## src/rtl/bkpt_match_unit.sv

```systemverilog
module bkpt_match_unit #(
  parameter int W = 32
) (
  input  logic         clk,
  input  logic         rst_n,
  input  logic         reg_we,
  input  logic [2:0]   reg_idx,
  input  logic [W-1:0] reg_wdata,
  output logic [W-1:0] reg_rdata,
  input  logic         acc_valid,
  input  logic [W-1:0] acc_addr,
  input  logic [1:0]   acc_kind,
  input  logic         insn_start,
  input  logic         rf_in,
  input  logic         ret_valid,
  input  logic [1:0]   ret_class,
  input  logic         ret_rf_val,
  output logic         fault,
  output logic [3:0]   hit_status,
  output logic         rf_wr,
  output logic         rf_wval
);
  localparam int NBP = 4;
  localparam logic [31:0] CTRL_KEEP = 32'hFFFF_00FF;
  localparam logic [2:0] IDX_STAT = 3'd6;
  localparam logic [2:0] IDX_CTRL = 3'd7;

  logic [W-1:0]   bp_q [NBP];
  logic [31:0]    ctrl_q;
  logic [NBP-1:0] stat_q;
  logic           gate_q;
  logic [NBP-1:0] hit;
  logic           gate;
  logic [NBP-1:0] armed;

  for (genvar i = 0; i < NBP; i++) begin : g_bp
    logic [1:0]   en, cond, len;
    logic [W-1:0] keep;
    logic         kind_ok;
    assign en   = ctrl_q[2*i +: 2];
    assign cond = ctrl_q[16+4*i +: 2];
    assign len  = ctrl_q[18+4*i +: 2];
    assign keep = (len == 2'b00) ? '1 :
                  (len == 2'b01) ? {{(W-1){1'b1}}, 1'b0} : {{(W-2){1'b1}}, 2'b00};
    always_comb begin
      case (cond)
        2'b00:   kind_ok = (acc_kind == 2'b00);
        2'b01:   kind_ok = (acc_kind == 2'b01);
        2'b11:   kind_ok = (acc_kind == 2'b01) || (acc_kind == 2'b10);
        default: kind_ok = 1'b0;
      endcase
    end
    assign hit[i] = acc_valid && (en != 2'b00) && kind_ok &&
                    (((acc_addr ^ bp_q[i]) & keep) == '0);
  end

  assign gate  = insn_start ? rf_in : gate_q;
  assign armed = gate ? '0 : hit;

  always_ff @(posedge clk or negedge rst_n) begin
    if (!rst_n) begin
      for (int k = 0; k < NBP; k++) bp_q[k] <= '0;
      ctrl_q  <= '0;
      stat_q  <= '0;
      gate_q  <= 1'b0;
      fault   <= 1'b0;
      rf_wr   <= 1'b0;
      rf_wval <= 1'b0;
    end else begin
      if (reg_we && !reg_idx[2]) bp_q[reg_idx[1:0]] <= reg_wdata;
      if (reg_we && reg_idx == IDX_CTRL) ctrl_q <= reg_wdata[31:0] & CTRL_KEEP;
      if (reg_we && reg_idx == IDX_STAT) stat_q <= reg_wdata[NBP-1:0] | armed;
      else                               stat_q <= stat_q | armed;
      if (insn_start) gate_q <= rf_in;
      fault   <= |armed;
      rf_wr   <= ret_valid && (ret_class != 2'b10);
      rf_wval <= ret_valid && (ret_class == 2'b01) && ret_rf_val;
    end
  end

  always_comb begin
    case (reg_idx)
      3'd0, 3'd1, 3'd2, 3'd3: reg_rdata = bp_q[reg_idx[1:0]];
      IDX_STAT:               reg_rdata = {{(W-NBP){1'b0}}, stat_q};
      IDX_CTRL:               reg_rdata = {{(W-32){1'b0}}, ctrl_q};
      default:                reg_rdata = '0;
    endcase
  end

  assign hit_status = stat_q;
endmodule

```

## config.mk

```make
export PLATFORM = sky130hd
export DESIGN_NAME = bkpt_match_unit
export DESIGN_NICKNAME = d
export VERILOG_FILES = /design/src/rtl/bkpt_match_unit.sv
export SDC_FILE = /design/constraint.sdc
export NUM_CORES = 1
export LEC_CHECK = 0
export BUFFER_PORTS_ARGS = -buffer_cell sky130_fd_sc_hd__buf_2
export CAP_MARGIN = 20
export CORE_MARGIN = 3
export CORE_UTILIZATION = 35
export DETAILED_ROUTE_END_ITERATION = 6
export GPL_ROUTABILITY_DRIVEN = 0
export SYNTH_ARGS = -nofsm -noshare
export SYNTH_HDL_FRONTEND = slang
export SYNTH_SLANG_ARGS = --single-unit
```

## constraint.sdc

```tcl
create_clock -name clk -period 1.15 [get_ports clk]
set_input_delay 0 -clock clk [delete_from_list [all_inputs] [get_ports clk]]
set_output_delay 0 -clock clk [all_outputs]
set_load 0.02 [all_outputs]
```

==> flow_metrics.py <==
metrics = {
    "drt": {
        "drt_pass1_iterations": 4,
        "ant_nets": 0,
        "drt_wl_total_mm": 30.1,
        "num_vias": 7138,
        "post_drt_wl_per_cell_um": 21.4,
        "via_per_inst": 5.08,
        "drcViolationCount": 0,
        "first_iter_violations": 446,
    },
    "synth": {
        "ys_seq_area_frac": 0.448,
        "synth-seq-cells": 160,
        "ys_types": 30,
        "netlist_area_um2": 8940,
        "yosys_warnings": 0,
        "syn_inst": 705,
        "synth_nets": 786,
        "synth_area_per_cell_um2": 12.7,
    },
    "sta": {
        "min_period_ns": 1.74,
        "fin_skew_ns": 0.0107,
        "post-route-period-util": 1.51,
        "setup_violations": 37,
        "setup_ws_ns": -0.591,
        "finalMaxSlewViolations": 0,
        "hold_ws_ns": -0.193,
        "hold_viol": 1,
        "max_slew_margin": 0.703,
        "worst_pin_slew_ns": 0.445,
        "max_freq_ghz": 0.574,
        "rsz0062_at_grt": "true",
    },
    "cts": {
        "cts_tree": "built",
        "clockBufferDepth": 2,
        "ctsRootBufferMaster": "clkbuf_16",
        "htreeDepth": 4,
        "insertion_delay_ns": 0.44,
        "cts_hold_buf": 37,
        "cts.clk_slew.worst_paths_ns": 0.06,
        "numCtsBuffers": 17,
        "cts_sinks": 160,
    },
    "worst_setup_path": {
        "critPathKind": "flip-flop to primary output",
        "worstSetupStartpointType": "flip-flop",
        "reg2reg_depth": 6,
        "worst-path-buf-inv": 3,
        "r2r-end": "fault",
        "end_kind": "primary output",
        "worstPathRequired_ns": 1.15,
        "critical_path.max_fanout": 2,
        "crit_chain": "buf_4 -> mux4_2 -> inv_1 -> o21ai_0 -> buf_2",
        "slowest_delay_ns": 0.45,
        "cp_slowest_cell": "mux4_2",
        "worstReg2RegStart": "bp_q[12]",
        "cp_top_family": "multiplexers",
        "regToRegSetupSlack_ns": -0.51,
        "critical_path_arrival_ns": 1.74,
    },
    "floorplanning": {
        "rows": 57,
        "die-area_um2": 27500,
        "coreArea_um2": 24700,
        "ioPinCount": 118,
        "dieHeight_um": 166,
        "fp.dieW_um": 166,
        "start_util": 0.362,
    },
    "hold_path": {
        "min_from": "rf_in",
        "min-delay-path-class": "input port to flip-flop",
        "min_to": "gate_q",
        "hold_depth": 3,
    },
    "cells_and_area": {
        "final_util": 0.538,
        "drive_gt1_frac": 0.607,
        "diodes": 0,
        "nets": 1150,
        "stdcell_area_um2": 13300,
        "syn_to_final_growth_pct": 48.5,
    },
    "global_route": {
        "grt_pass1_wl_mm": 46.3,
        "overflow": 0,
        "grt_pass1_vias": 7567,
        "track_usage": 0.220,
        "grt_antenna_before_repair": 0,
        "grt_start_max_net_pins": 38,
    },
    "power": {
        "irDropWorstVdd_uv": 920,
        "swShare": 0.316,
        "leakagePower_uw": 0.00589,
        "p_int_uw": 15300,
        "pwr-share-clk": 0.257,
        "p_sw_uw": 7040,
        "power.density_nw_per_um2": 1680,
        "comb_power_share": 0.387,
        "finalPower_uw": 22300,
        "power_frac_seq": 0.355,
    },
    "run_status": {
        "violations": "hold timing, setup timing",
        "outcome": "finished, violations left",
    },
    "job": {
        "drv_cap": 0,
    },
    "placement": {
        "hpwlAfterDp_mm": 22.1,
        "dpl_worst_slack_ns": -0.565,
        "place_area_um2": 11000,
        "port_buffers": 117,
    },
}
-- layout make-up --
class | instances | area, um^2
clock buffer | 18 | 429
inverter | 28 | 105
fill | 2135 | 11400
tap | 324 | 405
sequential | 160 | 4000
clock inverter | 14 | 159
timing repair buffer | 405 | 3290
multi-input combinational | 457 | 4880
-- power by group through the flow --
stage          logic (uW)  registers (uW)  clock network [uW]
2_1_floorplan        3490            7800                   0
5_1_grt              9160            8050                6080
6_report             8640            7920                5740
3_5_place_dp         6560            8070                   0
4_1_cts              8020            7850                5850
3_3_place_gp         6510            8030                   0
-- Yosys cell counts --
library cell	instances	area, um^2
nand2b_4	1	13.8
nor2b_1	12	75.1
nor4_1	4	25.0
a211oi_1	4	30.0
clkbuf_1	36	135
mux2_2	147	1660
buf_6	9	101
nand4_1	25	156
nand4b_1	1	8.76
xnor2_1	124	1090
mux4_2	32	721
o2111ai_1	12	105
inv_1	28	105
nor3_4	1	16.3
a21boi_0	1	7.51
ha_1	2	25.0
o22ai_1	4	25.0
xor2_1	4	35.0
buf_4	10	75.1
nor3b_4	2	37.5
nor3_1	5	25.0
o21ai_0	20	100
nand4b_2	1	15.0
nand2_1	28	105
dfrtp_1	160	4000
mux2i_1	13	130
and3_1	1	6.26
buf_2	5	25.0
nor2_1	8	30.0
mux2_1	5	56.3
-- tightest hold or removal path, stage by stage --
cell     delay [ns]
buf_2          0.07
mux2i_1        0.07
inv_1          0.06
-- cells by family (layout without fill, tap and decap cells) --
kind of cell | after synthesis | after routing | share of synthesized area
adder cells (fa/ha/maj) | 2 | 2 | 0.00280
AO/OA/AOI/OAI | 41 | 41 | 0.0300
buffers and inverters | 88 | 465 | 0.0494
multiplexers | 197 | 197 | 0.287
AND/OR/NAND/NOR | 89 | 89 | 0.0575
XOR/XNOR | 128 | 128 | 0.125
flip-flops | 160 | 160 | 0.448
-- sequential cells by signal, indices dropped and copies added, names as in the netlist --
name and count:
gate_q 1, bp_q 128, fault 1, ctrl_q 24, rf_wval 1, rf_wr 1
hit_status 4
-- worst max-delay path by stage --
stage	startpoint	to	slack [ns]	depth (start not counted)
floorplan	reg_idx[2]	bp_q[32]	-0.05	5
global placement	bp_q[10]	fault	-0.56	5
detailed placement	bp_q[10]	fault	-0.56	5
CTS	bp_q[73]	reg_rdata[9]	-0.63	4
global route	bp_q[23]	reg_rdata[23]	-0.65	5
finish	bp_q[29]	reg_rdata[29]	-0.59	5
-- placed cells by master (no fill, tap or decap), types with 3 or more instances in the layout --
cell | synthesis | layout
mux4_2 | 32 | 32
dlygate4sd3_1 | 0 | 37
nor3_1 | 5 | 3
buf_2 | 5 | 89
nand4_1 | 25 | 25
xnor2_1 | 124 | 99
o21ai_2 | 0 | 9
nor2_1 | 8 | 8
o21ai_0 | 20 | 3
buf_6 | 9 | 50
mux2_2 | 147 | 147
mux2_1 | 5 | 5
o2111ai_1 | 12 | 6
dfrtp_1 | 160 | 160
nor4_2 | 0 | 4
xnor2_2 | 0 | 23
nor2b_1 | 12 | 8
a211oi_2 | 0 | 3
o2111ai_2 | 0 | 6
clkinvlp_4 | 0 | 4
xor2_1 | 4 | 4
o21ai_1 | 0 | 8
inv_2 | 0 | 17
o22ai_2 | 0 | 3
buf_12 | 0 | 15
clkbuf_16 | 0 | 17
nor2b_4 | 0 | 4
buf_4 | 10 | 214
mux2i_1 | 13 | 13
clkinv_4 | 0 | 4
nand2_1 | 28 | 28
inv_1 | 28 | 11
-- repair_timing --
item | 4_1_cts | 5_1_grt
resized for setup | 84 | 90
hold endpoints to repair | 319 | 1
setup buffers | 73 | 18
pin swaps | 21 | 19
endpoints found under the setup margin | 37 | 37
-- metal layers --
layer,vias to the layer above,wire length [um],global-route usage
li1,3221,-,-
met1,3646,13200,0.299
met2,232,14700,0.363
met3,39,1590,0.0371
met4,0,659,0.0658
met5,-,0,0
-- metrics by stage --
step           TNS, ns  cells
5_1_grt         -21.62   1406
3_3_place_gp    -36.40   1252
3_5_place_dp    -36.49   1252
2_1_floorplan    -3.09    705
4_1_cts         -20.57   1392
6_report        -19.58   1406
(Power assumes the default switching activity.)
